==> config.mk <==
export PLATFORM = sky130hd
export DESIGN_NAME = stop_wake_ctrl
export DESIGN_NICKNAME = d
export VERILOG_FILES = /design/src/rtl/swc_pkg.sv /design/src/rtl/swc_sync.sv /design/src/rtl/swc_pin_watch.sv /design/src/rtl/swc_seq.sv /design/src/rtl/swc_status.sv /design/src/rtl/stop_wake_ctrl.sv
export SDC_FILE = /design/constraint.sdc
export NUM_CORES = 1
export LEC_CHECK = 0
export ABC_CLOCK_PERIOD_IN_PS = 2850
export BUFFER_PORTS_ARGS = -buffer_cell sky130_fd_sc_hd__buf_2
export CORE_AREA = 5 5 74 83
export CTS_CLUSTER_SIZE = 30
export DETAILED_ROUTE_END_ITERATION = 16
export DIE_AREA = 0 0 79 88
export PLACE_DENSITY = 0.75
export SLEW_MARGIN = 5
export SYNTH_ARGS = -nofsm -noshare
export SYNTH_HDL_FRONTEND = slang
export SYNTH_SLANG_ARGS = --single-unit
==> constraint.sdc <==
create_clock -name clk -period 2.85 [get_ports clk]
set_input_delay 0.285 -clock clk [delete_from_list [all_inputs] [get_ports clk]]
set_output_delay 0.285 -clock clk [all_outputs]
set_load 0.1 [all_outputs]
==> src/rtl/swc_pkg.sv <==
`timescale 1ns/1ps
package swc_pkg;
  typedef enum logic [2:0] {
    ST_RUN     = 3'd0,
    ST_STOP    = 3'd1,
    ST_RECOVER = 3'd2,
    ST_HRST    = 3'd3,
    ST_VEC0    = 3'd4,
    ST_VEC1    = 3'd5
  } swc_state_e;
endpackage

==> src/rtl/swc_sync.sv <==
`timescale 1ns/1ps
module swc_sync #(
  parameter int unsigned W       = 1,
  parameter logic        RST_VAL = 1'b0
) (
  input  logic         clk,
  input  logic         rst_n,
  input  logic [W-1:0] d,
  output logic [W-1:0] q
);
  logic [W-1:0] stage1_q, stage2_q;

  always_ff @(posedge clk or negedge rst_n) begin
    if (!rst_n) begin
      stage1_q <= {W{RST_VAL}};
      stage2_q <= {W{RST_VAL}};
    end else begin
      stage1_q <= d;
      stage2_q <= stage1_q;
    end
  end

  assign q = stage2_q;
endmodule

==> src/rtl/swc_pin_watch.sv <==
`timescale 1ns/1ps
module swc_pin_watch #(
  parameter int unsigned N_PINS = 8
) (
  input  logic              clk,
  input  logic              rst_n,
  input  logic [N_PINS-1:0] pin_s,
  input  logic [N_PINS-1:0] wake_en,
  input  logic              snap_take,
  input  logic              frz,
  output logic              wake_hit,
  output logic [N_PINS-1:0] port_in,
  output logic [N_PINS-1:0] pin_irq
);
  logic [N_PINS-1:0] snap_q, snap_n;
  logic [N_PINS-1:0] port_q, port_n;
  logic [N_PINS-1:0] pirq_q, pirq_n;
  logic [N_PINS-1:0] diff;

  // per-pin change against the snapshot, gated by enable
  for (genvar i = 0; i < N_PINS; i++) begin : g_cmp
    assign diff[i] = (pin_s[i] ^ snap_q[i]) & wake_en[i];
  end
  assign wake_hit = |diff;

  always_comb begin
    snap_n = snap_q;
    port_n = port_q;
    pirq_n = '0;
    if (snap_take) snap_n = pin_s;
    if (!frz) begin
      port_n = pin_s;
      pirq_n = pin_s ^ port_q;
    end
  end

  always_ff @(posedge clk or negedge rst_n) begin
    if (!rst_n) begin
      snap_q <= '0;
      port_q <= '0;
      pirq_q <= '0;
    end else begin
      snap_q <= snap_n;
      port_q <= port_n;
      pirq_q <= pirq_n;
    end
  end

  assign port_in = port_q;
  assign pin_irq = pirq_q;

  assert_port_frozen_R9: assert property (@(posedge clk) disable iff (!rst_n)
    (frz && $past(frz)) |-> $stable(port_q));
  assert_no_pirq_frozen_R9: assert property (@(posedge clk) disable iff (!rst_n)
    $past(frz) |-> (pirq_q == '0));
endmodule

==> src/rtl/swc_seq.sv <==
`timescale 1ns/1ps
module swc_seq
  import swc_pkg::*;
#(
  parameter int unsigned DELAY    = 64,
  parameter int unsigned AW       = 16,
  parameter logic [AW-1:0] VEC_ADDR = 2
) (
  input  logic          clk,
  input  logic          rst_n,
  input  logic          stop_req,
  input  logic          wdt_timeout,
  input  logic          wdt_irq_mode,
  input  logic          irq_enable,
  input  logic          pin_wake,
  input  logic          hard_req,
  output logic          in_stop,
  output logic          frz,
  output logic          snap_take,
  output logic          sys_reset,
  output logic          recover_done,
  output logic          wdt_irq,
  output logic          vec_valid,
  output logic [AW-1:0] vec_addr,
  output logic          ev_wdt,
  output logic          ev_pin,
  output logic          ev_hard
);
  localparam int unsigned CW = $clog2(DELAY + 1);
  localparam logic [CW-1:0] CNT_LAST = CW'(DELAY - 1);

  swc_state_e st_q, st_n;
  logic [CW-1:0] cnt_q, cnt_n;
  logic pend_q, pend_n;
  logic done_q, done_n;
  logic irq_q, irq_n;

  always_comb begin
    st_n    = st_q;
    cnt_n   = cnt_q;
    pend_n  = pend_q;
    done_n  = 1'b0;
    irq_n   = 1'b0;
    ev_wdt  = 1'b0;
    ev_pin  = 1'b0;
    ev_hard = 1'b0;
    if (hard_req) begin
      pend_n = 1'b0;
      if (st_q != ST_HRST) begin
        st_n    = ST_HRST;
        ev_hard = 1'b1;
      end
    end else begin
      case (st_q)
        ST_RUN: begin
          if (stop_req) st_n = ST_STOP;
          if (pend_q) begin
            irq_n  = irq_enable;
            pend_n = 1'b0;
          end
        end
        ST_STOP: begin
          if (wdt_timeout) begin
            ev_wdt = 1'b1;
            st_n   = ST_RECOVER;
            cnt_n  = '0;
            pend_n = wdt_irq_mode;
          end else if (pin_wake) begin
            ev_pin = 1'b1;
            st_n   = ST_RECOVER;
            cnt_n  = '0;
          end
        end
        ST_RECOVER: begin
          if (cnt_q == CNT_LAST) begin
            st_n   = ST_VEC0;
            done_n = 1'b1;
          end else begin
            cnt_n = cnt_q + 1'b1;
          end
        end
        ST_HRST: st_n = ST_VEC0;
        ST_VEC0: st_n = ST_VEC1;
        ST_VEC1: st_n = ST_RUN;
        default: st_n = ST_RUN;
      endcase
    end
  end

  always_ff @(posedge clk or negedge rst_n) begin
    if (!rst_n) begin
      st_q   <= ST_RUN;
      cnt_q  <= '0;
      pend_q <= 1'b0;
      done_q <= 1'b0;
      irq_q  <= 1'b0;
    end else begin
      st_q   <= st_n;
      cnt_q  <= cnt_n;
      pend_q <= pend_n;
      done_q <= done_n;
      irq_q  <= irq_n;
    end
  end

  assign in_stop      = (st_q == ST_STOP);
  assign frz          = (st_q == ST_STOP) || (st_q == ST_RECOVER);
  assign snap_take    = (st_q == ST_RUN) && stop_req && !hard_req;
  assign sys_reset    = (st_q == ST_HRST);
  assign recover_done = done_q;
  assign wdt_irq      = irq_q;
  assign vec_valid    = (st_q == ST_VEC0) || (st_q == ST_VEC1);
  assign vec_addr     = (st_q == ST_VEC1) ? VEC_ADDR + 1'b1 : VEC_ADDR;

  assert_vec_pair_R8: assert property (@(posedge clk) disable iff (!rst_n)
    (st_q == ST_VEC0 && !hard_req) |=> (st_q == ST_VEC1));
  assert_irq_after_recover_R4: assert property (@(posedge clk) disable iff (!rst_n)
    irq_q |-> !(st_q == ST_STOP || st_q == ST_RECOVER));
  assert_reset_no_done_R6: assert property (@(posedge clk) disable iff (!rst_n)
    (st_q == ST_HRST) |-> !done_q);
  assert_recover_stays_R7: assert property (@(posedge clk) disable iff (!rst_n)
    (st_q == ST_RECOVER && !hard_req) |=> (st_q == ST_RECOVER || st_q == ST_VEC0));
endmodule

==> src/rtl/swc_status.sv <==
`timescale 1ns/1ps
module swc_status (
  input  logic clk,
  input  logic rst_n,
  input  logic status_rd,
  input  logic ev_wdt,
  input  logic ev_pin,
  input  logic ev_hard,
  output logic stat_stop,
  output logic stat_wdt,
  output logic stat_hard
);
  logic stop_q, stop_n, wdt_q, wdt_n, hard_q, hard_n;

  always_comb begin
    stop_n = stop_q;
    wdt_n  = wdt_q;
    hard_n = hard_q;
    if (status_rd) begin
      stop_n = 1'b0;
      wdt_n  = 1'b0;
      hard_n = 1'b0;
    end
    if (ev_wdt) begin
      wdt_n  = 1'b1;
      stop_n = 1'b1;
    end
    if (ev_pin) stop_n = 1'b1;
    if (ev_hard) begin
      stop_n = 1'b0;
      hard_n = 1'b1;
    end
  end

  always_ff @(posedge clk or negedge rst_n) begin
    if (!rst_n) begin
      stop_q <= 1'b0;
      wdt_q  <= 1'b0;
      hard_q <= 1'b0;
    end else begin
      stop_q <= stop_n;
      wdt_q  <= wdt_n;
      hard_q <= hard_n;
    end
  end

  assign stat_stop = stop_q;
  assign stat_wdt  = wdt_q;
  assign stat_hard = hard_q;

  assert_wdt_flags_R3: assert property (@(posedge clk) disable iff (!rst_n)
    ev_wdt |=> (wdt_q && stop_q));
  assert_hard_flags_R6: assert property (@(posedge clk) disable iff (!rst_n)
    ev_hard |=> (hard_q && !stop_q));
  assert_read_clear_R10: assert property (@(posedge clk) disable iff (!rst_n)
    (status_rd && !ev_wdt && !ev_pin && !ev_hard) |=> !(wdt_q || stop_q || hard_q));
endmodule

==> src/rtl/stop_wake_ctrl.sv <==
`timescale 1ns/1ps
module stop_wake_ctrl #(
  parameter int unsigned   N_PINS   = 8,
  parameter int unsigned   DELAY    = 64,
  parameter int unsigned   AW       = 16,
  parameter logic [AW-1:0] VEC_ADDR = 2
) (
  input  logic              clk,
  input  logic              rst_n,
  input  logic              stop_req,
  input  logic              wdt_timeout,
  input  logic              wdt_irq_mode,
  input  logic              irq_enable,
  input  logic [N_PINS-1:0] gpio_wake_en,
  input  logic [N_PINS-1:0] gpio_pin,
  input  logic              ext_reset_n,
  input  logic              dbg_n,
  input  logic              status_rd,
  output logic              sys_reset,
  output logic              recover_done,
  output logic              wdt_irq,
  output logic              vec_valid,
  output logic [AW-1:0]     vec_addr,
  output logic              in_stop,
  output logic [N_PINS-1:0] port_in,
  output logic [N_PINS-1:0] pin_irq,
  output logic              stat_stop,
  output logic              stat_wdt,
  output logic              stat_hard
);
  logic rst_s1_q, rst_s2_q;
  logic rst_int_n;
  logic [N_PINS-1:0] pin_s;
  logic [1:0] hpin_s;
  logic hard_req, pin_wake, frz, snap_take;
  logic ev_wdt, ev_pin, ev_hard;

  // asynchronous assert, synchronous release
  always_ff @(posedge clk or negedge rst_n) begin
    if (!rst_n) begin
      rst_s1_q <= 1'b0;
      rst_s2_q <= 1'b0;
    end else begin
      rst_s1_q <= 1'b1;
      rst_s2_q <= rst_s1_q;
    end
  end
  assign rst_int_n = rst_s2_q;

  swc_sync #(.W(N_PINS), .RST_VAL(1'b0)) u_pin_sync (
    .clk(clk), .rst_n(rst_int_n), .d(gpio_pin), .q(pin_s));

  swc_sync #(.W(2), .RST_VAL(1'b1)) u_hard_sync (
    .clk(clk), .rst_n(rst_int_n), .d({ext_reset_n, dbg_n}), .q(hpin_s));

  assign hard_req = !hpin_s[1] || !hpin_s[0];

  swc_pin_watch #(.N_PINS(N_PINS)) u_watch (
    .clk(clk), .rst_n(rst_int_n), .pin_s(pin_s), .wake_en(gpio_wake_en),
    .snap_take(snap_take), .frz(frz), .wake_hit(pin_wake),
    .port_in(port_in), .pin_irq(pin_irq));

  swc_seq #(.DELAY(DELAY), .AW(AW), .VEC_ADDR(VEC_ADDR)) u_seq (
    .clk(clk), .rst_n(rst_int_n), .stop_req(stop_req), .wdt_timeout(wdt_timeout),
    .wdt_irq_mode(wdt_irq_mode), .irq_enable(irq_enable), .pin_wake(pin_wake),
    .hard_req(hard_req), .in_stop(in_stop), .frz(frz), .snap_take(snap_take),
    .sys_reset(sys_reset), .recover_done(recover_done), .wdt_irq(wdt_irq),
    .vec_valid(vec_valid), .vec_addr(vec_addr),
    .ev_wdt(ev_wdt), .ev_pin(ev_pin), .ev_hard(ev_hard));

  swc_status u_status (
    .clk(clk), .rst_n(rst_int_n), .status_rd(status_rd),
    .ev_wdt(ev_wdt), .ev_pin(ev_pin), .ev_hard(ev_hard),
    .stat_stop(stat_stop), .stat_wdt(stat_wdt), .stat_hard(stat_hard));

  assert_stop_entry_R2: assert property (@(posedge clk) disable iff (!rst_int_n)
    (stop_req && !in_stop && !frz && !vec_valid && !sys_reset && !hard_req) |=> in_stop);
endmodule

## Word-level counts from Yosys, hierarchy flattened

Cells that the tools add are included.

- Memory bits (writable): 0
- Input port bits: 25
- Memories: 0
- Memory bits (read-only): 0
- Output and inout port bits: 40
- Bits in latches: 0
- Logic and storage cells: 104
- Bits in registers: 62

- Divide/modulo/power cells: 0
- Magnitude comparators: 0
- Multiply operators: 0
- Add/sub/neg operators: 1
- Shift-type cells: 0
- Eq/ne operators: 14
- Multiplexer cells: 36
- Reduce and logical (&&, ||, !) cells: 18
- Bitwise operators: 18

Operators by type and width:

| cell | count |
|---|---|
| 1-bit 2-to-1 mux | 23 |
| 7-bit 2-to-1 mux | 3 |
| 3-bit 2-to-1 mux | 6 |
| 3-bit case mux with 5 select lines | 1 |
| 7-bit case mux with 2 select lines | 1 |
| 3-bit by 2-bit inequality test with 1-bit output (second input constant) | 4 |
| 1-bit bitwise AND | 8 |
| 8-bit 2-to-1 mux | 1 |
| 4-bit AND reduction | 2 |
| 8-bit OR reduction | 1 |
| 1-bit XOR | 8 |
| 8-bit XOR | 1 |
| 7-bit by 1-bit adder with 7-bit output (second input constant) | 1 |
| 7-bit by 6-bit == test with 1-bit output (second input constant) | 1 |
| 3-bit by 2-bit == test with 1-bit output (second input constant) | 2 |
| 3-bit == test (second input constant) | 2 |
| 2-bit nonzero test | 3 |
| 2-bit inequality test (second input constant) | 2 |
| 4-bit by 2-bit inequality test with 1-bit output (second input constant) | 1 |
| 4-bit nonzero test | 1 |
| 3-bit by 1-bit == test with 1-bit output (second input constant) | 1 |
| 1-bit logical NOT | 3 |
| 3-bit logical NOT | 1 |
| 1-bit logical OR | 3 |
| other kinds (6) | 7 |

## Logic depth before layout (Yosys ltp)

- Word-level depth: 9
- Mapped depth: 6
- Gate-level depth less buffers: 6

## Cells and area by module

From an unflattened synthesis, not the netlist that was laid out.

- Cell total of the unflattened synthesis: 208
- Area total of the unflattened synthesis: 2648.8 sq um

By module, submodules not included:

| module | seq. area each (sq um) | area an instance (sq um) | cells each | instances |
|---|---|---|---|---|
| swc_pin_watch | 600.6 | 1026.0 | 72 | 1 |
| swc_seq | 325.3 | 950.9 | 103 | 1 |
| swc_sync at u_pin_sync | 400.4 | 400.4 | 16 | 1 |
| swc_status | 75.1 | 108.9 | 9 | 1 |
| swc_sync at u_hard_sync | 105.1 | 105.1 | 4 | 1 |
| stop_wake_ctrl | 50.0 | 57.6 | 4 | 1 |

## Worst setup path after synthesis

Ideal clock, no wire load.

- Path type: reg-to-output
- Start: register u_seq.st_q[2]
- End: output port vec_addr[0]
- Slack: -0.195 ns
- Data required time: 2.565 ns
- Path buffers: 0
- Data arrival time: 2.760 ns
- Stages on the path, launching flop included: 3
- Cells stage by stage: dfrtp_1 > nor2b_1 > and2_1

- Cells in the longest elaborated chain, start to end: 2

RTL lines:

| item | line | source |
|---|---|---|
| start, declared | swc_seq.sv:32 | `swc_state_e st_q, st_n;` |
| start signal, assigned | swc_seq.sv:98 | `st_q <= st_n;` |
| 3-bit == test | swc_seq.sv:113 | `assign vec_addr = (st_q == ST_VEC1) ? VEC_ADDR + 1'b1 : VEC_ADDR;` |
| 1-bit 2-to-1 mux | swc_seq.sv:113 |  |
| end, declared | stop_wake_ctrl.sv:23 | `output logic [AW-1:0] vec_addr,` |

No other way between the ends.

## Final worst setup path

- Start: register u_seq.st_q[1]
- End: output port sys_reset

- Cells in the longest elaborated chain, start to end: 1

RTL lines:

| item | line | source |
|---|---|---|
| 3-bit by 2-bit == test with 1-bit output | swc_seq.sv:109 | `assign sys_reset = (st_q == ST_HRST);` |
| end, declared | stop_wake_ctrl.sv:19 | `output logic sys_reset,` |

No other way between the ends.

==> results.ini <==
[run_status]
outcome = complete, no violations

[worst_setup_path]
slowest_stage = dfrtp_1
critical_path_buf_inv_count = 1
end_kind = output pin
cp_slowest_stage_delay_ps = 480
critPathTopFamily = flip-flops
path_max_fanout = 7
critPathLaunchType = flip-flop
critical_path_class = flip-flop to output pin
crit_chain = nor2b_1 -> and2_1 -> buf_2
cp_data_arrival_time_ps = 1670
crit_required_ps = 2570

[sta]
post-route-min-period_ps = 1950
hold_viol = 0
setup_viol = 0
fmax_ghz = 0.513
skew_ps = 12.3
rsz0062_at_grt = false
fin_ws_ps = 899
worst_pin_slew_ps = 552
fin_crit_sh_pct = 68.4
finalSetupTns_ps = 0
slew_viol_final = 0
slew_headroom_pct = 63.2

[power]
leakagePower_nw = 1.46
max-vdd-ir-drop_uv = 502
cellPowerDensity_nw_per_um2 = 841

[floorplan]
core_um2 = 5220
dieArea_um2 = 6950
start_util_pct = 49.0
row_count = 28
io_pins = 65
fp.dieW_um = 79
dieHeight_um = 88

[place]
dpl.cell_count = 312
dpl.hpwl_mm = 3.46
dp_slack_ps = 931
port_buffers = 49
routabilityCongestion = 0.839
place_area_um2 = 2810

[yosys]
muxShareOfSynthArea_pct = 8.21
synth-compound-area-share_pct = 6.45
yosys.area_share.adder_pct = 0.489
postSynthAreaPerCell_um2 = 12.5
synth.distinct_cells = 41
seq_area_frac_synth_pct = 60.8
async_flop_share_pct = 100
synth_top_area_cell = dfrtp_1
yosysWarnings = 0
synth-edff-count = 0
synthesis.area_um2 = 2560
synth-seq-cells = 62
synth_xor_area_share_pct = 5.82
synth_flop_cell = dfrtp_1
synth_top_family_by_area = simple AND/OR/NAND/NOR gates
postSynthCellCount = 205
synth_most_common_cell = dfrtp_1
ys_top_cells_by_area = dfrtp_1 (57%), mux2_2 (6.2%), buf_4 (4.4%)
synthTopCellsByCount = dfrtp_1 (58), buf_4 (15), mux2_2 (14)
yosys.area_share.simple_pct = 11.3
synth_top_area_share_pct = 56.7

[global_routing]
overflow = 0
antenna_found_initial = 0
first_global_vias = 1718
grt_max_degree = 28
grt_pass1_wl_mm = 7.94
grt_use_total_pct = 14.9

[layout]
fin_nets = 290
layout-drive-gt1-share_pct = 34.3
fin_area_um2 = 3020
fin_util_pct = 57.8
diodes = 0
stdcell_count = 328
area_growth_pct = 17.9

[clock_network]
clk_path_buf_depth = 2
cts-root-buf = clkbuf_8
cts-htree-levels = 3
clkLatencyLatePin_ps = 330
cts_hold_buffers = 1
numCtsBuffers = 9
cts_tree = built
cts_setup_buffers = 0
post_cts_resized = 0
clkTransAtPathRegs_ps = 60
numClockSinks = 62

[flow_run]
max-cap-violations = 0

[route]
drc_errors = 0
drt-total-wl_mm = 4.65
via_per_inst = 5.01
routedWlPerCell_um = 14.2
antenna_left = 0
drt_first_pass_iters = 4
num_vias = 1643
drt-initial-drc-count = 97

[hold_path]
worstHoldPathType = primary input to flip-flop

## worst reg2reg max path, cell delays in order, from the launching register on
cell      delay, ps
dfrtp_1         370
ha_1            180
nand3_1         150
or3_4           420
o211ai_4        330
mux2i_1         220
nand3_1         100
## final cells by class
class	count	area, um2
fill	432	2200
sequential	62	1560
multi-input combinational	132	890
timing repair buffer	53	278
clock buffer	10	138
tap	60	75.1
clock inverter	5	58.8
inverter	6	22.5
## layer usage
| metal | global-route usage, % | vias up | share of wire, % |
|---|---|---|---|
| li1 | - | 781 | - |
| met1 | 18.1 | 799 | 41 |
| met2 | 24.5 | 51 | 51 |
| met3 | 3.29 | 12 | 5.1 |
| met4 | 8.91 | 0 | 2.7 |
| met5 | 0 | - | 0 |
## cell usage in the layout (no fill, tap or decap), types with 2 or more instances in the layout
master	synthesis	layout
nor4_1	2	2
nand2b_1	3	3
dfstp_2	4	4
nor3_1	4	4
clkinvlp_4	0	2
a22oi_1	3	3
nand2_1	10	10
mux2_2	14	14
nor2b_1	3	2
o21ai_0	5	5
xor2_1	8	8
conb_1	2	16
and2_1	5	5
dfrtp_1	58	57
buf_2	2	49
inv_1	6	6
clkbuf_8	0	10
xnor2_1	9	9
mux2_1	2	2
a21oi_1	3	3
o22ai_1	2	2
buf_4	15	3
mux2i_1	3	3
and3_1	2	2
nor2_1	12	12
nand3_1	11	11
## registers in the layout, summed over array words and instances (netlist names), 2 cells and up
name,cells
u_hard_sync.q,2
u_hard_sync.stage1_q,2
u_pin_sync.q,8
u_pin_sync.stage1_q,8
u_seq.cnt_q,7
u_seq.st_q,3
u_watch.pin_irq,8
u_watch.port_in,8
u_watch.snap_q,8
## stage by stage
stage               hold WS (ps)  power, mW
global placement            70.8       1.79
global route                34.2       2.67
CTS                         39.0       2.57
floorplan                  -10.6       1.70
detailed placement          72.7       1.81
finish                      55.4       2.54
## power breakdown
part / switching, mW / total (mW) / leakage [nW] / internal, mW
logic: 0.560 / 0.705 / 0.616 / 0.145
clock network: 0.329 / 0.753 / 0.0948 / 0.424
registers: 0.0940 / 1.08 / 0.754 / 0.987
## kinds of logic (layout without fill, tap and decap cells)
family,after synthesis,count (layout)
flip-flops,62,62
AND/OR/NAND/NOR,57,57
buffers and inverters,25,74
AO/OA/AOI/OAI,22,22
multiplexers,19,19
XOR/XNOR,17,17
other,2,16
adder cells (fa/ha/maj),1,1
## final timing paths
check	start	depth (start not counted)	slack, ps	to
max in group asynchronous	rst_int_n	1	1920	u_seq.wdt_irq
worst max-delay path	u_seq.st_q[1]	3	900	sys_reset
worst min-delay path	ext_reset_n	1	60	u_hard_sync.stage1_q[1]
worst max register to register	u_seq.cnt_q[0]	6	960	u_seq.cnt_q[2]
worst min register to register	rst_int_n	0	260	u_pin_sync.stage1_q[1]
min in group asynchronous	rst_n	2	260	rst_int_n
Note: power is estimated with default switching activity, not from simulation.
